### src/rtl/ssp_clkgen.sv
module ssp_clkgen #(
   parameter int CODE_W = 3,
   localparam int CNT_W = (1 << CODE_W) - 1
) (
   input  logic              clk,
   input  logic              rst_n,
   input  logic              run,
   input  logic [CODE_W-1:0] code,
   output logic              tick
);
   logic [CNT_W-1:0] cnt;
   logic [CNT_W-1:0] lim;

   // limit = half period - 1 = 2^code - 1
   always_comb begin
      lim = '0;
      for (int b = 0; b < CNT_W; b++) begin
         if (b < int'(code)) lim[b] = 1'b1;
      end
   end

   assign tick = run && (cnt == lim);

   always_ff @(posedge clk or negedge rst_n) begin
      if (!rst_n)      cnt <= '0;
      else if (!run)   cnt <= '0;
      else if (tick)   cnt <= '0;
      else             cnt <= cnt + 1'b1;
   end
endmodule

### src/rtl/ssp_shifter.sv
module ssp_shifter #(
   parameter int MAX_W   = 16,
   parameter int SHORT_W = 8
) (
   input  logic             clk,
   input  logic             rst_n,
   input  logic             load,
   input  logic             long_word,
   input  logic [MAX_W-1:0] tx_word,
   input  logic             shift_en,
   input  logic             sample_en,
   input  logic             pin_in,
   output logic             out_bit,
   output logic [MAX_W-1:0] rx_word
);
   logic [MAX_W-1:0] tx_sr;
   logic [MAX_W-1:0] rx_sr;
   logic [MAX_W-1:0] tx_aligned;

   // left-justify the word so the MSB of either length leaves first
   assign tx_aligned = long_word ? tx_word
                                 : {tx_word[SHORT_W-1:0], {(MAX_W-SHORT_W){1'b0}}};

   always_ff @(posedge clk or negedge rst_n) begin
      if (!rst_n) begin
         tx_sr   <= '0;
         rx_sr   <= '0;
         out_bit <= 1'b0;
      end else if (load) begin
         tx_sr   <= tx_aligned;
         rx_sr   <= '0;
         out_bit <= 1'b0;
      end else begin
         if (shift_en) begin
            out_bit <= tx_sr[MAX_W-1];
            tx_sr   <= {tx_sr[MAX_W-2:0], 1'b0};
         end
         if (sample_en) begin
            rx_sr <= {rx_sr[MAX_W-2:0], pin_in};
         end
      end
   end

   assign rx_word = rx_sr;
endmodule

### src/rtl/ssp_ctrl.sv
module ssp_ctrl #(
   parameter int MAX_W   = 16,
   parameter int SHORT_W = 8,
   localparam int STEP_W = $clog2(2 * MAX_W + 1)
) (
   input  logic clk,
   input  logic rst_n,
   input  logic start,
   input  logic long_q,
   input  logic tick,
   output logic load,
   output logic shift_en,
   output logic sample_en,
   output logic finish,
   output logic busy,
   output logic done
);
   logic [STEP_W-1:0] step;
   logic [STEP_W-1:0] total;

   assign total     = long_q ? STEP_W'(2 * MAX_W) : STEP_W'(2 * SHORT_W);
   assign load      = start && !busy;
   // tick with even step: change edge; odd step: sample edge; step == total: release
   assign shift_en  = busy && tick && (step < total) && !step[0];
   assign sample_en = busy && tick && (step < total) &&  step[0];
   assign finish    = busy && tick && (step == total);

   always_ff @(posedge clk or negedge rst_n) begin
      if (!rst_n) begin
         busy <= 1'b0;
         done <= 1'b0;
         step <= '0;
      end else begin
         done <= finish;
         if (load) begin
            busy <= 1'b1;
            step <= '0;
         end else if (finish) begin
            busy <= 1'b0;
         end else if (busy && tick) begin
            step <= step + 1'b1;
         end
      end
   end
endmodule

### src/rtl/ssp_master.sv
module ssp_master #(
   parameter int MAX_W   = 16,
   parameter int SHORT_W = 8,
   parameter int CODE_W  = 3,
   parameter int NUM_CE  = 2,
   localparam int SEL_W  = (NUM_CE > 1) ? $clog2(NUM_CE) : 1
) (
   input  logic              clk,
   input  logic              rst_n,
   input  logic              start,
   input  logic [MAX_W-1:0]  tx_word,
   input  logic [CODE_W-1:0] div_code,
   input  logic              edge_sel,
   input  logic              long_word,
   input  logic              dir_write,
   input  logic [SEL_W-1:0]  ce_sel,
   output logic              busy,
   output logic              done,
   output logic [MAX_W-1:0]  rx_word,
   output logic              sclk,
   output logic [NUM_CE-1:0] ce_n,
   output logic              sdat_o,
   output logic              sdat_oe,
   input  logic              sdat_i
);
   initial begin
      assert (SHORT_W > 1 && SHORT_W < MAX_W) else $error("SHORT_W must lie in 2..MAX_W-1");
      assert (CODE_W >= 1 && CODE_W <= 4) else $error("CODE_W must lie in 1..4");
      assert (NUM_CE >= 1) else $error("NUM_CE must be at least 1");
   end

   logic              load, shift_en, sample_en, finish, tick;
   logic              long_q, dir_q, idle_q;
   logic [CODE_W-1:0] code_q;

   // configuration captured at an accepted start
   always_ff @(posedge clk or negedge rst_n) begin
      if (!rst_n) begin
         long_q <= 1'b0;
         dir_q  <= 1'b0;
         idle_q <= 1'b1;
         code_q <= '0;
      end else if (load) begin
         long_q <= long_word;
         dir_q  <= dir_write;
         idle_q <= ~edge_sel;
         code_q <= div_code;
      end
   end

   ssp_ctrl #(.MAX_W(MAX_W), .SHORT_W(SHORT_W)) u_ctrl (
      .clk(clk), .rst_n(rst_n), .start(start), .long_q(long_q), .tick(tick),
      .load(load), .shift_en(shift_en), .sample_en(sample_en), .finish(finish),
      .busy(busy), .done(done)
   );

   ssp_clkgen #(.CODE_W(CODE_W)) u_clkgen (
      .clk(clk), .rst_n(rst_n), .run(busy), .code(code_q), .tick(tick)
   );

   ssp_shifter #(.MAX_W(MAX_W), .SHORT_W(SHORT_W)) u_shift (
      .clk(clk), .rst_n(rst_n), .load(load), .long_word(long_word),
      .tx_word(tx_word), .shift_en(shift_en), .sample_en(sample_en),
      .pin_in(sdat_i), .out_bit(sdat_o), .rx_word(rx_word)
   );

   // serial clock: idle level when idle, leaves idle on change edges
   always_ff @(posedge clk or negedge rst_n) begin
      if (!rst_n)          sclk <= 1'b1;
      else if (!busy)      sclk <= ~edge_sel;
      else if (shift_en)   sclk <= ~idle_q;
      else if (sample_en)  sclk <= idle_q;
   end

   // data line drive enable
   always_ff @(posedge clk or negedge rst_n) begin
      if (!rst_n)       sdat_oe <= 1'b0;
      else if (load)    sdat_oe <= dir_write;
      else if (finish)  sdat_oe <= 1'b0;
   end

   // one chip enable flop per slave
   for (genvar i = 0; i < NUM_CE; i++) begin : g_ce
      always_ff @(posedge clk or negedge rst_n) begin
         if (!rst_n)       ce_n[i] <= 1'b1;
         else if (load)    ce_n[i] <= (ce_sel != SEL_W'(i));
         else if (finish)  ce_n[i] <= 1'b1;
      end
   end
endmodule

### config.mk
export PLATFORM = sky130hd
export DESIGN_NAME = ssp_master
export DESIGN_NICKNAME = d
export VERILOG_FILES = /design/src/rtl/ssp_clkgen.sv /design/src/rtl/ssp_shifter.sv /design/src/rtl/ssp_ctrl.sv /design/src/rtl/ssp_master.sv
export SDC_FILE = /design/constraint.sdc
export NUM_CORES = 1
export LEC_CHECK = 0
export BUFFER_PORTS_ARGS = -buffer_cell sky130_fd_sc_hd__clkbuf_2
export CORE_ASPECT_RATIO = 1.75
export CORE_MARGIN = 1.5
export CORE_UTILIZATION = 55
export DETAILED_ROUTE_END_ITERATION = 8
export PLACE_DENSITY_LB_ADDON = 0.2
export SLEW_MARGIN = 20
export SYNTH_ARGS = -nofsm -noshare
export SYNTH_HDL_FRONTEND = slang
export SYNTH_SLANG_ARGS = --single-unit
### constraint.sdc
create_clock -name clk -period 2.95 [get_ports clk]
set_input_delay 0.1475 -clock clk [delete_from_list [all_inputs] [get_ports clk]]
set_output_delay 0.1475 -clock clk [all_outputs]
set_load 0.02 [all_outputs]
[Yosys cells after proc, flatten, opt, wreduce, memory -nomap -nowiden]
Cells that the tools add are included.
Operators by class
  $add $sub $neg: 2
  multipliers: 0
  divide/modulo/power cells: 0
  magnitude comparators: 8
  eq/ne operators: 4
  shift-type cells: 0
  muxes and demuxes: 29
  bitwise logic cells: 3
  reduce and logical (&&, ||, !) cells: 14
Operators with widths (count)
  $mux W16: 5
  $mux W6: 4
  $mux W1: 18
  $mux W7: 2
  $lt A3 B3 Y1 const A: 3
  $reduce_bool A2 Y1: 4
  $add A7 B1 Y7 const B: 1
  $eq A7 B7 Y1: 1
  $logic_and A1 B1 Y1: 7
  $add A6 B1 Y6 const B: 1
  $eq A6 B6 Y1: 1
  $lt A1 B3 Y1 const A: 2
  $lt A2 B3 Y1 const A: 2
  $lt A6 B6 Y1: 1
  $ne A3 B3 Y1 const B: 1
  $not A1 Y1: 3
  $logic_not A1 Y1: 2
  $ne A2 B2 Y1 const B: 1
  $reduce_and A2 Y1: 1
Storage, ports and cells
  register bits after elaboration: 57
  latch bits: 0
  bits in writable memories: 0
  bits in read-only memories: 0
  input bits: 27
  output and inout bits: 23
  memories kept: 0

[Logic depth before layout (Yosys ltp)]
Gate-level depths: netlist of run 1.
  depth after elaboration: 10
  gate-level depth with buffers: 8

[Cells and area by module]
A second synthesis of run 1 with hierarchy kept.
Unflattened totals
  cell total of the unflattened synthesis: 263
  area, all modules: 2972.9 um^2
Modules (own cells, without submodules)
  ssp_shifter: times used 1, cells an instance 119, area an instance 1550.2 um^2
  ssp_clkgen: times used 1, cells an instance 71, area an instance 599.3 um^2
  ssp_ctrl: times used 1, cells an instance 47, area an instance 456.7 um^2
  ssp_master: times used 1, cells an instance 26, area an instance 366.6 um^2

[Worst setup path before layout of run 1]
Ideal clock, no wire load.
  path kind: register -> register
  start point: register code_q[0]
  end point: register sdat_oe
  library setup time: 0.120 ns
  data arrival time: 2.187 ns
  setup slack: 0.643 ns
  stages on the path, launching flop included: 6
  buffers on the path: 0
  clock period less this slack: 2.307 ns
  path through: dfrtp_1 or3_1 o31a_1 a221o_1 or4_4 a31o_1
On the way
  longest elaborated chain between the ends: 7
  elaborated cells between the ends (all ways): 19
Ends and longest elaborated chain
  from (decl): RTL line ssp_master.sv:34  | logic [CODE_W-1:0] code_q;
  from (signal assigned): RTL line ssp_master.sv:47  | code_q <= div_code;
  $lt A1 B3 Y1 (tied with other cells): RTL line ssp_clkgen.sv:18  | if (b < int'(code)) lim[b] = 1'b1;
  $mux W1: RTL line ssp_clkgen.sv:18
  $eq A7 B7 Y1 *: RTL line ssp_clkgen.sv:22  | assign tick = run && (cnt == lim);
  $logic_and A1 B1 Y1 *: RTL line ssp_clkgen.sv:22
  $logic_and A1 B1 Y1 * (2 in series): RTL line ssp_ctrl.sv:26  | assign finish = busy && tick && (step == total);
  $reduce_bool A2 Y1 (no line) *
  to (signal assigned): RTL line ssp_master.sv:78  | else if (load) sdat_oe <= dir_write;
  to (decl): RTL line ssp_master.sv:23  | output logic sdat_oe,
Every way passes the cells marked *; elsewhere a longest branch is shown, timed or not.
A chain may end at the register's enable or synchronous reset.

[Worst setup path in the final report of run 1]
  start point: register u_clkgen.cnt[2]
  end point: register u_shift.tx_sr[15]
On the way
  longest elaborated chain between the ends: 6
Ends and longest elaborated chain
  from (decl): RTL line ssp_clkgen.sv:11  | logic [CNT_W-1:0] cnt;
  from (signal assigned): RTL line ssp_clkgen.sv:28  | else cnt <= cnt + 1'b1;
  $eq A7 B7 Y1: RTL line ssp_clkgen.sv:22
  $logic_and A1 B1 Y1: RTL line ssp_clkgen.sv:22
  $logic_and A1 B1 Y1 (3 in series): RTL line ssp_ctrl.sv:24  | assign shift_en = busy && tick && (step < total) && !step[0];
  $reduce_bool A2 Y1 (no line)
  to (signal assigned): RTL line ssp_shifter.sv:30  | tx_sr <= tx_aligned;
  to (signal assigned): RTL line ssp_shifter.sv:36  | tx_sr <= {tx_sr[MAX_W-2:0], 1'b0};
  to (decl): RTL line ssp_shifter.sv:16  | logic [MAX_W-1:0] tx_sr;
Every way passes these cells.

==> impl_metrics.tcl, run 1 <==
set metrics [dict create \
    outcome "finished, final reports clean" \
    synth_xor_xnor_area_share_pct 2.33 \
    post-route-min-period_ns 2.61 \
    timing.critical_path.from "u_clkgen.cnt[2]" \
    ys_seq_elements 57 \
    overflow 0 \
    synth-async-reset-ratio_pct 100 \
    fin_ws_ns 0.335 \
    place_hpwl_um 4630 \
    ir_drop_mv 0.432 \
    grt_pass1_wl_um 11600 \
    r2r-end "u_shift.tx_sr[15]" \
    signed_area_change_from_the_synthesized_netlist_to_the_final_layout_pct 17.4 \
    io_buffer_count 49 \
    syn-num-nets 358 \
    timing.setup.tns_ns 0 \
    worstHoldPathType "in -> reg" \
    hold-path-cell-count 3 \
    cts_setup_buffers 0 \
    ant_nets 0 \
    full_die_area_um2 5940 \
    htree_levels 3 \
    floorplan.die.height_um 101 \
    synth_simple_gate_area_share_pct 22.6 \
    dominant_combinational_cell_family_by_area_after_synthesis "simple AND/OR/NAND/NOR gates" \
    synth-compound-area-share_pct 20.2 \
    critical_path.cell_chain "or4b_2 -> nand3_2 -> o2111ai_2 -> or2_2 -> o211ai_1" \
    startpoint_type "flop" \
    max_cap_violations 0 \
    timing.slew.headroom_pct 39.9 \
    largest_net_degree_at_the_start_of_global_routing 58 \
    cts-buffers-inserted 9 \
    worst_r2r_path_depth 5 \
    grt_antenna_before_repair 0 \
    worst_setup_hold_path_clk_slew_ns 0.06 \
    power.internal_mw 2.05 \
    timing_worst_slew_pin_value_ns 0.901 \
    netSwitchingFraction_pct 41.3 \
    worst_hold_slack_ns 0.0151 \
    p_switching_mw 1.45 \
    synth-seq-area-share_pct 47.6 \
    grtUsageTotal_pct 25.7 \
    power_leakage_nw 1.62 \
    setup_slack_of_the_worst_register_to_register_path_ns 0.34 \
    syn_area_per_cell_um2 9.23 \
    crit_path_max_fanout 25 \
    synthDistinctLibCells 49 \
    vias_per_cell 6.03 \
    mappedNetlistArea_um2 3010 \
    max_freq_mhz 382 \
    critical-path-slowest-cell "sky130_fd_sc_hd__or4b_2" \
    initial_utilization_pct 57.2 \
    finalWeightedCongestion 0.851 \
    cts.hold.buffers_added 3 \
    cts_resized 0 \
    placement_rows 35 \
    detail_route.drc_violations 0 \
    root_buffer "sky130_fd_sc_hd__clkbuf_8" \
    power.combinational.fraction_pct 41.9 \
    slowest_delay_ns 0.71 \
    drt-wirelength-per-cell_um 15.5 \
    postRouteWirelength_um 6730 \
    clock_path_buffers 2 \
    dr_total_vias 2615 \
    critPathKind "reg -> reg" \
    finalNetCount 406 \
    critPathCapture "u_shift.tx_sr[15]" \
    syn-instance-count 326 \
    critPathArrivalTime_ns 2.86 \
    dominantRegCellSynth "sky130_fd_sc_hd__dfrtp_1" \
    critical_path.reg2reg.startpoint "u_clkgen.cnt[2]" \
    layout_common_cells "sky130_fd_sc_hd__dfrtp_1, sky130_fd_sc_hd__clkbuf_2, sky130_fd_sc_hd__nand3_1" \
    power_density_nw_per_um2 991 \
    timing.clock.skew_ns 0.00954 \
    share_of_power_burned_in_the_clock_network_pct 20.7 \
    first_global_vias 2636 \
    power.share.sequential_pct 37.4 \
    maxSlewViolCount 0 \
    clock_latency_ns 0.34 \
    die_width_um 58.9 \
    number_of_enable_type_register_cells_in_the_synthesized_netlist 0 \
    clkSinkCount 57 \
    grt_setup_unrepaired "false" \
    dp_worst_setup_slack_ns 0.364 \
    design.core.area_um2 5260 \
    tritoncts_clock_tree "built" \
    n_antenna_cell 0 \
    most_common_cell_after_layout_fill_and_taps_aside "sky130_fd_sc_hd__dfrtp_1" \
    cp_data_required_time_ns 3.20 \
    setup_viol 0 \
    synth_adder_area_share_pct 2.08 \
    drt_iter0_drc 123 \
    timing_hold_violations_final 0 \
    detailedRoute.firstPassIterationCount 4 \
    final_min_period_over_clock_period_pct 88.6 \
    drive_gt1_share_pct 22.7 \
    worstSetupEndpointType "flop" \
    synth.mux.area_fraction_pct 0.707 \
    yosys_warnings 0 \
    ios 50 \
]
==> critical path, delay by kind of cell (launching register included) <==
kind | cells | cell delay (ns)
compound gates | 2 | 0.68
flops | 1 | 0.46
simple gates | 3 | 1.38
==> cells by family after synthesis <==
logic type | count (synthesis)
and+or+nand+nor | 128
adders and majority gates | 5
AOI/OAI and AO/OA | 91
muxes | 2
xor gates and xnor gates | 8
DFF | 57
buffers and inverters | 35
==> metrics by stage <==
step	util [%]	power, mW	cells	instance area, um^2
floorplan	-	2.35	326	3010
global placement	62.9	2.74	415	3300
detailed placement	62.9	2.79	415	3300
CTS	67.2	3.52	434	3530
global route	67.2	3.79	434	3530
finish	67.2	3.50	434	3530
==> worst min-delay path by stage <==
stage           startpoint         endpoint  slack [ns]
2_1_floorplan        rst_n        code_q[0]       -0.15
3_3_place_gp         rst_n  u_clkgen.cnt[1]        0.34
3_5_place_dp         rst_n  u_clkgen.cnt[2]        0.33
4_1_cts        div_code[0]        code_q[0]       0.003
5_1_grt           edge_sel           idle_q       0.005
6_report       div_code[0]        code_q[0]        0.02
==> metal layers <==
metal	share of wire, %	wire length [um]	track usage [%]	up-vias
met5	0	0	0	-
met4	4.0	272	15.4	0
met3	2.7	183	6.55	20
met2	54	3650	42.5	57
met1	39	2620	29.0	1257
li1	-	-	-	1281
==> state kept, by name, summed over array words and instances, names as in the netlist <==
name,cells
u_shift.rx_word,16
sdat_oe,1
u_ctrl.busy,1
ce_n,2
sclk,1
code_q,3
u_shift.out_bit,1
u_shift.tx_sr,16
u_ctrl.step,6
long_q,1
u_clkgen.cnt,7
u_ctrl.done,1
idle_q,1
==> synthesized netlist by cell type, types with 2 or more instances <==
cell type                   count  area, um^2
sky130_fd_sc_hd__o21ai_0       21         105
sky130_fd_sc_hd__nand2_1       33         124
sky130_fd_sc_hd__nand3_1       39         195
sky130_fd_sc_hd__o31ai_1        3        22.5
sky130_fd_sc_hd__o21a_1         2        15.0
sky130_fd_sc_hd__nor3b_1        3        22.5
sky130_fd_sc_hd__or2_2          3        18.8
sky130_fd_sc_hd__nor3_1         2        10.0
sky130_fd_sc_hd__o211ai_1      18         135
sky130_fd_sc_hd__ha_1           5        62.6
sky130_fd_sc_hd__inv_1         11        41.3
sky130_fd_sc_hd__o21bai_1       7        52.6
sky130_fd_sc_hd__o2111ai_1      4        35.0
sky130_fd_sc_hd__xnor2_1        5        43.8
sky130_fd_sc_hd__nor2_1         6        22.5
sky130_fd_sc_hd__nand2b_1       8        50.1
sky130_fd_sc_hd__a22oi_1        2        15.0
sky130_fd_sc_hd__dfrtp_1       53        1330
sky130_fd_sc_hd__xor2_1         3        26.3
sky130_fd_sc_hd__a21o_1         2        15.0
sky130_fd_sc_hd__buf_2          4        20.0
sky130_fd_sc_hd__or4_1          4        30.0
sky130_fd_sc_hd__dfstp_2        4         105
sky130_fd_sc_hd__a21oi_1       21         105
sky130_fd_sc_hd__clkbuf_1      19        71.3
sky130_fd_sc_hd__and3_1         5        31.3
sky130_fd_sc_hd__nand4b_1       2        17.5
sky130_fd_sc_hd__or3_1         16         100
==> layout make-up <==
| cell class | instances | area [um^2] |
|---|---|---|
| clock inverter | 3 | 40.0 |
| fill | 459 | 1720 |
| sequential | 57 | 1430 |
| clock buffer | 13 | 159 |
| inverter | 11 | 41.3 |
| tap | 55 | 68.8 |
| timing repair buffer | 61 | 343 |
| multi-input combinational | 234 | 1450 |
==> power groups by stage <==
stage	registers (mW)	logic (mW)	clock network (mW)
finish	1.31	1.47	0.726
global route	1.35	1.65	0.782
CTS	1.30	1.48	0.742
detailed placement	1.32	1.47	0
global placement	1.30	1.44	0
floorplan	1.35	0.992	0
No activity file was read; power rests on OpenSTA's default activity.
==> run 2: changes to the inputs <==
RECOVER_POWER = 25   (was not set)
==> impl_metrics.tcl, run 2 (synthesis results as in run 1) <==
set metrics [dict create \
    grtUsageMet2_pct 42.5 \
    floorplan.die.height_um 101 \
    max_cap_violations 0 \
    signed_area_change_from_the_synthesized_netlist_to_the_final_layout_pct 16.6 \
    finalPower_mw 3.48 \
    cp_data_required_time_ns 3.20 \
    clock_latency_ns 0.34 \
    critPathArrivalTime_ns 2.86 \
    cts_resized 0 \
    critPathKind "reg -> reg" \
    finalNetCount 406 \
    n_antenna_cell 0 \
    full_die_area_um2 5940 \
    vias_per_cell 6.02 \
    cts_setup_buffers 0 \
    timing.slew.headroom_pct 7.18 \
    outcome "finished, final reports clean" \
    critical_path.cell_chain "or4b_2 -> nand3_2 -> o2111ai_2 -> or2_2 -> o211ai_1" \
    worstSetupEndpointType "flop" \
    grt_pass1_wl_um 11600 \
    setup_viol 0 \
    initial_utilization_pct 57.2 \
    clkSinkCount 57 \
    first_global_vias 2636 \
    postRouteWirelength_um 6750 \
    htree_levels 3 \
    io_buffer_count 49 \
    design.core.area_um2 5260 \
    overflow 0 \
    ant_nets 0 \
    final_min_period_over_clock_period_pct 88.6 \
    detailedRoute.firstPassIterationCount 4 \
    grt_setup_unrepaired "false" \
    startpoint_type "flop" \
    timing.clock.skew_ns 0.00983 \
    critical-path-slowest-cell "sky130_fd_sc_hd__or4b_2" \
    drt_iter0_drc 124 \
    timing_worst_slew_pin_value_ns 1.39 \
    grt_antenna_before_repair 0 \
    fill_cells 472 \
    tritoncts_clock_tree "built" \
    timing.setup.tns_ns 0 \
    power_leakage_nw 1.56 \
    ios 50 \
    timing.critical_path.buf_inv 0 \
    max_freq_mhz 383 \
    finalWeightedCongestion 0.851 \
    post-route-min-period_ns 2.61 \
    crit_path_max_fanout 25 \
    slowest_delay_ns 0.71 \
    place_hpwl_um 4630 \
    grtUsageTotal_pct 25.7 \
    drt-wirelength-per-cell_um 15.6 \
    path_delay_family "simple AND/OR/NAND/NOR gates" \
    dr_total_vias 2613 \
    grt_util_met3_pct 6.55 \
    most_common_cell_after_layout_fill_and_taps_aside "sky130_fd_sc_hd__dfrtp_1" \
    die_width_um 58.9 \
    detail_route.drc_violations 0 \
    grt_busiest_layer "met2" \
    worst_setup_hold_path_clk_slew_ns 0.06 \
    placement_rows 35 \
    ir_drop_mv 0.432 \
    cts-buffers-inserted 9 \
    clock_path_buffers 2 \
    drive_gt1_share_pct 17.9 \
    maxSlewViolCount 0 \
    largest_net_degree_at_the_start_of_global_routing 58 \
    layout_common_cells "sky130_fd_sc_hd__dfrtp_1, sky130_fd_sc_hd__nand3_1, sky130_fd_sc_hd__nand2_1" \
    gr-usage-met1_pct 29.0 \
    worstHoldPathType "in -> reg" \
    root_buffer "sky130_fd_sc_hd__clkbuf_8" \
    power_density_nw_per_um2 993 \
    timing_hold_violations_final 0 \
]
-- run 2: what timing repair did --
action                     in CTS  in global routing
setup endpoints to repair       0                  0
hold endpoints to repair       55                  0
hold buffers                    3                  0
-- run 2: area by class of cell --
| class | count | area (um^2) | area share [%] |
|---|---|---|---|
| Clock buffer | 13 | 159 | 4.53 |
| Clock inverter | 3 | 40.0 | 1.14 |
| Inverter | 11 | 41.3 | 1.18 |
| Multi-Input combinational cell | 234 | 1450 | 41.3 |
| Sequential cell | 57 | 1430 | 40.8 |
| Tap cell | 55 | 68.8 | 1.96 |
| Timing Repair Buffer | 61 | 318 | 9.06 |
-- run 2: through the flow --
step                utilization [%]  cells  hold slack, ns  area [um^2]  setup slack (ns)
floorplan                         -    326          -0.148         3010             0.643
global placement               62.9    415           0.337         3300             0.443
detailed placement             62.9    415           0.329         3300             0.364
global route                   66.7    434         0.00472         3510             0.206
CTS                            67.2    434         0.00318         3530             0.360
finish                         66.7    434          0.0150         3510             0.337
-- run 2: final timing paths --
check                                    end  depth (start not counted)            start  slack, ns
setup / recovery           u_shift.tx_sr[15]                          5  u_clkgen.cnt[2]       0.34
hold / removal                     code_q[0]                          3      div_code[0]       0.02
setup reg to reg           u_shift.tx_sr[15]                          5  u_clkgen.cnt[2]       0.34
hold reg to reg                       idle_q                          2           idle_q       0.50
max in group asynchronous             long_q                          3            rst_n       1.36
min in group asynchronous    u_clkgen.cnt[1]                          3            rst_n       0.76
-- run 2: worst reg2reg max path, cell delays in order, from the launching register on --
cell and delay, ns:
sky130_fd_sc_hd__dfrtp_1 0.46, sky130_fd_sc_hd__or4b_2 0.71, sky130_fd_sc_hd__nand3_2 0.19, sky130_fd_sc_hd__o2111ai_2 0.51
sky130_fd_sc_hd__or2_2 0.48, sky130_fd_sc_hd__o211ai_1 0.17
-- run 2: routing by layer --
layer	up-vias	wire length, um	share of wire (%)
met4	0	272	4.0
met1	1254	2640	39
met5	-	0	0
met3	20	202	3.0
met2	57	3640	54
li1	1282	-	-
-- run 2: power breakdown --
group          switching [mW]  internal (mW)
Clock                   0.293          0.434
Combinational           0.924          0.524
Sequential              0.231           1.08
